===== src/rtl/hpm_pkg.sv =====
package hpm_pkg;
    localparam int XLEN  = 32;
    localparam int EVT_W = 13;

    // event strobe positions
    localparam int EV_ACTIVE    = 0;
    localparam int EV_RETIRE    = 1;
    localparam int EV_RET_C     = 2;
    localparam int EV_IF_WAIT   = 3;
    localparam int EV_FLUSH_IW  = 4;
    localparam int EV_LOAD      = 5;
    localparam int EV_STORE     = 6;
    localparam int EV_LS_WAIT   = 7;
    localparam int EV_JUMP      = 8;
    localparam int EV_BRANCH    = 9;
    localparam int EV_TAKEN     = 10;
    localparam int EV_TRAP      = 11;
    localparam int EV_ILLEGAL   = 12;

    localparam logic [11:0] ADDR_CNTEN   = 12'h306;
    localparam logic [11:0] ADDR_INHIBIT = 12'h320;
    localparam logic [3:0]  PAGE_MCNT    = 4'hB;
    localparam logic [3:0]  PAGE_UCNT    = 4'hC;
    localparam logic [6:0]  SEL_PAGE     = 7'h19; // 0x320 >> 5
endpackage


===== src/rtl/hpm_counter.sv =====
module hpm_counter #(
    parameter int HALF_W = 32
) (
    input  logic                clk_i,
    input  logic                rst_ni,
    input  logic                inc_i,
    input  logic                wr_lo_i,
    input  logic                wr_hi_i,
    input  logic [HALF_W-1:0]   wdata_i,
    output logic [2*HALF_W-1:0] val_o
);
    typedef struct packed {
        logic [HALF_W-1:0] hi;
        logic [HALF_W-1:0] lo;
    } cnt_t;

    cnt_t         cnt_d, cnt_q;
    logic [HALF_W:0] lo_sum;

    always_comb begin
        cnt_d  = cnt_q;
        lo_sum = {1'b0, cnt_q.lo} + (HALF_W+1)'(1);
        if (wr_lo_i || wr_hi_i) begin
            if (wr_lo_i) cnt_d.lo = wdata_i;
            if (wr_hi_i) cnt_d.hi = wdata_i;
        end else if (inc_i) begin
            cnt_d.lo = lo_sum[HALF_W-1:0];
            cnt_d.hi = cnt_q.hi + HALF_W'(lo_sum[HALF_W]);
        end
    end

    always_ff @(posedge clk_i or negedge rst_ni) begin
        if (!rst_ni) cnt_q <= '0;
        else         cnt_q <= cnt_d;
    end

    assign val_o = cnt_q;

    // a write to the low half lands and holds the high half
    assert_write_lo_R7: assert property (@(posedge clk_i) disable iff (!rst_ni)
        (wr_lo_i && !wr_hi_i) |=> (val_o[HALF_W-1:0] == $past(wdata_i))
                                  && (val_o[2*HALF_W-1:HALF_W] == $past(val_o[2*HALF_W-1:HALF_W])));

    // wrap of the low half carries into the high half
    assert_carry_R8: assert property (@(posedge clk_i) disable iff (!rst_ni)
        (inc_i && !wr_lo_i && !wr_hi_i && (&val_o[HALF_W-1:0]))
        |=> (val_o[2*HALF_W-1:HALF_W] == $past(val_o[2*HALF_W-1:HALF_W]) + HALF_W'(1))
            && (val_o[HALF_W-1:0] == '0));
endmodule


===== src/rtl/hpm_csr_decode.sv =====
module hpm_csr_decode
    import hpm_pkg::*;
#(
    parameter int NUM_CNT = 7
) (
    input  logic [11:0] addr_i,
    output logic        m_cnt_o,
    output logic        u_cnt_o,
    output logic        half_hi_o,
    output logic        sel_o,
    output logic        inh_o,
    output logic        cen_o,
    output logic [4:0]  idx_o
);
    logic impl;

    always_comb begin
        idx_o     = addr_i[4:0];
        half_hi_o = addr_i[7];
        impl      = int'(idx_o) < NUM_CNT;
        m_cnt_o   = (addr_i[11:8] == PAGE_MCNT) && (addr_i[6:5] == 2'b00) && impl && (idx_o != 5'd1);
        u_cnt_o   = (addr_i[11:8] == PAGE_UCNT) && (addr_i[6:5] == 2'b00) && impl;
        inh_o     = (addr_i == ADDR_INHIBIT);
        cen_o     = (addr_i == ADDR_CNTEN);
        sel_o     = (addr_i[11:5] == SEL_PAGE) && (idx_o >= 5'd3) && impl;
    end
endmodule


===== src/rtl/hpm_bank.sv =====
module hpm_bank
    import hpm_pkg::*;
#(
    parameter int NUM_HPM = 4   // event counters 3 .. 2+NUM_HPM, at most 29
) (
    input  logic             clk_i,
    input  logic             rst_ni,
    input  logic             sleep_i,
    input  logic [EVT_W-1:0] evt_i,
    input  logic             priv_m_i,
    input  logic [11:0]      csr_addr_i,
    input  logic             csr_we_i,
    input  logic [XLEN-1:0]  csr_wdata_i,
    output logic [XLEN-1:0]  csr_rdata_o,
    output logic             csr_rd_ok_o
);
    localparam int          NUM_CNT   = 3 + NUM_HPM;
    localparam logic [31:0] IMPL_MASK = 32'((64'd1 << NUM_CNT) - 64'd1);
    localparam logic [31:0] INH_MASK  = IMPL_MASK & ~32'h2;

    typedef struct packed {
        logic [31:0]                       inh;
        logic [31:0]                       cen;
        logic [NUM_HPM-1:0][EVT_W-1:0]     sel;
    } cfg_t;

    cfg_t cfg_d, cfg_q;

    logic       dec_m, dec_u, dec_hi, dec_sel, dec_inh, dec_cen;
    logic [4:0] dec_idx;
    logic [2*XLEN-1:0] cnt_val [NUM_CNT];

    hpm_csr_decode #(.NUM_CNT(NUM_CNT)) u_dec (
        .addr_i    (csr_addr_i),
        .m_cnt_o   (dec_m),
        .u_cnt_o   (dec_u),
        .half_hi_o (dec_hi),
        .sel_o     (dec_sel),
        .inh_o     (dec_inh),
        .cen_o     (dec_cen),
        .idx_o     (dec_idx)
    );

    // counters: index 1 is the time slot and holds no storage here
    for (genvar i = 0; i < NUM_CNT; i++) begin : g_cnt
        if (i == 1) begin : g_time
            assign cnt_val[i] = '0;
        end else begin : g_real
            logic inc_g, wl_g, wh_g;
            always_comb begin
                wl_g = csr_we_i && dec_m && !dec_hi && (dec_idx == 5'(i));
                wh_g = csr_we_i && dec_m &&  dec_hi && (dec_idx == 5'(i));
                if (i == 0)      inc_g = 1'b1;
                else if (i == 2) inc_g = evt_i[EV_RETIRE];
                else             inc_g = |(cfg_q.sel[(i>=3) ? i-3 : 0] & evt_i);
                inc_g = inc_g && !sleep_i && !cfg_q.inh[i];
            end
            hpm_counter #(.HALF_W(XLEN)) u_cnt (
                .clk_i   (clk_i),
                .rst_ni  (rst_ni),
                .inc_i   (inc_g),
                .wr_lo_i (wl_g),
                .wr_hi_i (wh_g),
                .wdata_i (csr_wdata_i),
                .val_o   (cnt_val[i])
            );
        end
    end

    // configuration registers: next state
    always_comb begin
        cfg_d = cfg_q;
        if (csr_we_i) begin
            if (dec_inh) cfg_d.inh = csr_wdata_i & INH_MASK;
            if (dec_cen) cfg_d.cen = csr_wdata_i & IMPL_MASK;
            for (int k = 0; k < NUM_HPM; k++) begin
                if (dec_sel && dec_idx == 5'(k + 3)) cfg_d.sel[k] = csr_wdata_i[EVT_W-1:0];
            end
        end
    end

    always_ff @(posedge clk_i or negedge rst_ni) begin
        if (!rst_ni) cfg_q <= '0;
        else         cfg_q <= cfg_d;
    end

    // read mux and permission
    always_comb begin
        csr_rdata_o = '0;
        for (int i = 0; i < NUM_CNT; i++) begin
            if ((dec_m || dec_u) && dec_idx == 5'(i))
                csr_rdata_o = dec_hi ? cnt_val[i][2*XLEN-1:XLEN] : cnt_val[i][XLEN-1:0];
        end
        for (int k = 0; k < NUM_HPM; k++) begin
            if (dec_sel && dec_idx == 5'(k + 3)) csr_rdata_o = XLEN'(cfg_q.sel[k]);
        end
        if (dec_inh) csr_rdata_o = cfg_q.inh;
        if (dec_cen) csr_rdata_o = cfg_q.cen;

        if (priv_m_i) csr_rd_ok_o = dec_m || dec_u || dec_sel || dec_inh || dec_cen;
        else          csr_rd_ok_o = dec_u && cfg_q.cen[dec_idx];
    end

    // sleep freezes the architectural counters
    assert_sleep_freeze_R4: assert property (@(posedge clk_i) disable iff (!rst_ni)
        (sleep_i && !csr_we_i) |=> ($stable(cnt_val[0]) && $stable(cnt_val[2])));

    // user mode never reaches machine-only addresses
    assert_user_perm_R10: assert property (@(posedge clk_i) disable iff (!rst_ni)
        (!priv_m_i && !dec_u) |-> !csr_rd_ok_o);

    // inhibit bit 0 holds the cycle counter
    assert_cycle_inhibit_R2: assert property (@(posedge clk_i) disable iff (!rst_ni)
        (cfg_q.inh[0] && !csr_we_i) |=> $stable(cnt_val[0]));

    for (genvar k = 0; k < NUM_HPM; k++) begin : g_chk
        // an empty select mask never counts
        assert_zero_sel_R6: assert property (@(posedge clk_i) disable iff (!rst_ni)
            ((cfg_q.sel[k] == '0) && !csr_we_i) |=> $stable(cnt_val[k+3]));
    end
endmodule


===== config.mk =====
export PLATFORM = sky130hd
export DESIGN_NAME = hpm_bank
export DESIGN_NICKNAME = d
export VERILOG_FILES = /design/src/rtl/hpm_pkg.sv /design/src/rtl/hpm_counter.sv /design/src/rtl/hpm_csr_decode.sv /design/src/rtl/hpm_bank.sv
export SDC_FILE = /design/constraint.sdc
export NUM_CORES = 2
export LEC_CHECK = 0
export BUFFER_PORTS_ARGS = -buffer_cell sky130_fd_sc_hd__buf_2
export CORE_UTILIZATION = 60
export CTS_CLUSTER_SIZE = 8
export DETAILED_ROUTE_END_ITERATION = 12
export PLACE_DENSITY = 0.77
export RECOVER_POWER = 100
export SYNTH_ARGS = -nofsm -noshare
export SYNTH_HDL_FRONTEND = slang
export SYNTH_SLANG_ARGS = --single-unit
export TNS_END_PERCENT = 5

===== constraint.sdc =====
create_clock -name clk_i -period 5.19 [get_ports clk_i]
set_input_delay 1.557 -clock clk_i [delete_from_list [all_inputs] [get_ports clk_i]]
set_output_delay 1.557 -clock clk_i [all_outputs]
set_load 0.01 [all_outputs]

==> metrics.md <==
| Metric | Value |
|---|---|
| Status | complete, but fails checks |
| Violated checks | capacitance limit, slew limit |
| Area growth from synthesis to layout | 12.1% |
| Ranking of synthesized cells by area | dfrtp_1, a21oi_1, mux2i_1 |
| Overall power | 8590 uW |
| P_leak | 0.0144 uW |
| Core area | 50500 um2 |
| Post-route ant nets | 0 |
| Core Rows | 82 |
| Fill count | approximately 4100 |
| Register area | approximately 11000 um2 |
| Die Height | between 200 and 250 um |
| Critical path peak fanout | 21 |
| Fin. max-slew vios | 125 |
| First-pass GRT wire length | 200000 um |
| Top cell type's share of synthesized area | about 36% |
| Top Ports | 95 |
| EDFF count, synth | 0 |
| Final non-filler cell area | about 35000 um2 |
| Worst setup EP type | primary output |
| Asr flop ratio synth | 100% |
| Initial Util | 61.1% |
| Clock-pin slew on the worst setup and hold paths | roughly 50 ps |
| Placer Congestion | 1.06 |
| Main synth FF type | dfrtp_1 |
| Crit path DAT | 3620 ps |
| Hpwl dp | 95000 um |
| Seq/Total Area, Yosys | a little over a third |
| H-tree depth | 3 |
| Most numerous cell in the Yosys netlist | dfrtp_1 |
| Worst setup path category | in2out |
| Unrepaired setup endpoints after global routing | true |
| Post-Synthesis Cell Area | between 30000 and 40000 um2 |
| Sink Count | 449 |
| Minimum clock period | 5170 ps |
| Largest net degree at the start of global routing | around 110 |
| Final setup violation count | 0 |
| CTS tree | built |
| Clock buffer count from CTS | 66 |
| Final Net Count | approximately 3900 |
| Gr usage total | between 40% and 50% |
| Post-synth top area cell | dfrtp_1 |
| Avg Inst Size Synth | 8.32 um2 |
| Postcts setup bufs | 0 |
| Yosys reg bits | 449 |
| VDD IR-drop max | 0.255 mV |
| Area of the multi-input gates | 18300 um2 |
| DRT iter0 DRCs | around 5200 |
| Final Hold Viols | 0 |
| Drt pass-1 iters | 9 |
| Hold WC Path Type | reg2reg |
| Routed length per instance | 29.7 um |
| Most Crowded Layer GR | met2 |
| CTS Buffer Depth | 3 |
| Die ar. | 52400 um2 |
| Layout cells sized above 1 | 14.8% |
| Port Buf Inserts | 94 |
| Clock insertion delay at the later pin of the skew report | just over 600 ps |
| Worst-margin pin slew | 2780 ps |
| Antenna violations before repair | 8 |
| Maxcap violations | 2 |
| Clock root cell | clkbuf_16 |
| Routed via count | 34200 |
| Worst Skew | between 20 and 25 ps |
| # DRC | 0 |
| Worst path required time | 3630 ps |
| Crit start category | input port |
| Syn nets | approximately 3800 |
| GR Util met3 | between 10% and 20% |
| Dpl cell area | ~33000 um2 |
| Placement Setup Slack | -71.3 ps |
| Die W | between 200 and 250 um |
| Achievable frequency | 193 MHz |
| Vias per inst | roughly 7.6 |
| Period utilization | roughly 100% |
| Final WS setup | 15.8 ps |
| Met2 usage | 73.9% |
| Total gr overflow | 0 |
| Power Dens Cells | 248 nW/um2 |
| Synth unique cells | 99 |
| Rel. slew slack | -85.1% |
| CTS Hold Bufs | 0 |
| WL final | 133000 um |
| Synth warn | 0 |
| Post-synth top cells | dfrtp_1, a21oi_1, nand2_1 |
| Syn Inst Count | approximately 3700 |
| Grt met1 use | around three fifths |
| Vias in the first global route | 32200 |
[power by group]
group / internal [uW] / switching (uW) / total [uW]
Combinational: 283 / 627 / 911
Sequential: 3620 / 172 / 3790
Clock: 2280 / 1610 / 3890
Total: 6180 / 2410 / 8590
[worst max-delay path, cell delays in order]
cell	delay, ps
buf_8	220
buf_12	190
buf_12	200
mux2i_1	630
o21ai_0	180
buf_4	170
o21ai_0	90
a21oi_1	180
buf_2	180
[cell type report]
type | instances | area share [%]
inverter | 54 | 0.586
timing repair buffer | 314 | 6.58
antenna | 2 | 0.0145
sequential | 449 | 32.5
multi-input combinational | 2927 | 52.9
clock buffer | 71 | 4.89
clock inverter | 4 | 0.0904
tap | 672 | 2.43
[flip-flops by register name (all words and copies together), names as in the netlist]
name	flops
g_cnt.g_real.u_cnt.val_o	384
cfg_q	65
[placed cells by master, fill, tap and decap left out, types with 26 or more instances in the layout]
cell,netlist,layout
dfrtp_1,449,449
a21oi_1,406,403
nand2_1,354,350
nor2_1,323,320
buf_4,7,201
o21ai_0,196,196
mux2i_1,182,182
nand3_1,180,178
o22ai_1,130,130
nor3_1,100,98
buf_2,117,92
mux2_2,77,77
o22a_1,75,75
and3_1,75,74
a31oi_1,73,72
nand4_1,71,71
clkbuf_16,0,67
inv_1,54,54
a211oi_1,33,33
and4_1,31,31
a22oi_1,30,30
o32ai_1,30,29
o211ai_1,28,28
and2_1,26,26
[cell families (layout without fill, tap and decap cells)]
logic type,Yosys count,after routing,share of synthesized area [%]
AOI/OAI and AO/OA,1333,1333,28.3
other,0,2,0
and+or+nand+nor,1316,1316,21.1
buffers and inverters,335,443,4.67
muxes,260,260,8.78
DFF,449,449,36.4
adders and majority gates,18,18,0.730
[what timing repair did]
action / 4_1_cts / 5_1_grt
endpoints found under the setup margin: 6 / 24
pin swaps: 0 / 1
endpoints found under the hold margin: 0 / 0
resized for setup: 3 / 14
gates cloned: 0 / 0
[routing by layer]
layer | wire length [um] | part of all wire, %
met1 | 46200 | 35
met2 | 56600 | 42
met3 | 19900 | 15
met4 | 10700 | 8.0
met5 | 76 | 0.057
[metrics by stage]
stage,std cells,util (%),hold WS (ps),setup TNS (ps)
6_report,4493,68.5,520,0
3_5_place_dp,4416,65.1,509,-273
3_3_place_gp,4416,65.1,494,-105
5_1_grt,4491,68.5,540,-141
2_1_floorplan,3711,-,478,0
4_1_cts,4491,68.5,523,0
[path summary, 6_finish.rpt]
check	start	to	slack (ps)	cells after the start
hold / removal	g_cnt[6].g_real.u_cnt.val_o[48]$_DFFE_PN0P_	g_cnt[6].g_real.u_cnt.val_o[48]$_DFFE_PN0P_	520	1
setup reg to reg	g_cnt[6].g_real.u_cnt.val_o[0]$_DFFE_PN0P_	g_cnt[6].g_real.u_cnt.val_o[63]$_DFFE_PN0P_	670	13
setup / recovery	csr_addr_i[7]	csr_rdata_o[8]	20	9
hold reg to reg	g_cnt[6].g_real.u_cnt.val_o[48]$_DFFE_PN0P_	g_cnt[6].g_real.u_cnt.val_o[48]$_DFFE_PN0P_	520	1
max in group asynchronous	rst_ni	g_cnt[4].g_real.u_cnt.val_o[33]$_DFFE_PN0P_	630	2
min in group asynchronous	rst_ni	g_cnt[2].g_real.u_cnt.val_o[41]$_DFFE_PN0P_	1740	1
(Power assumes the default switching activity.)
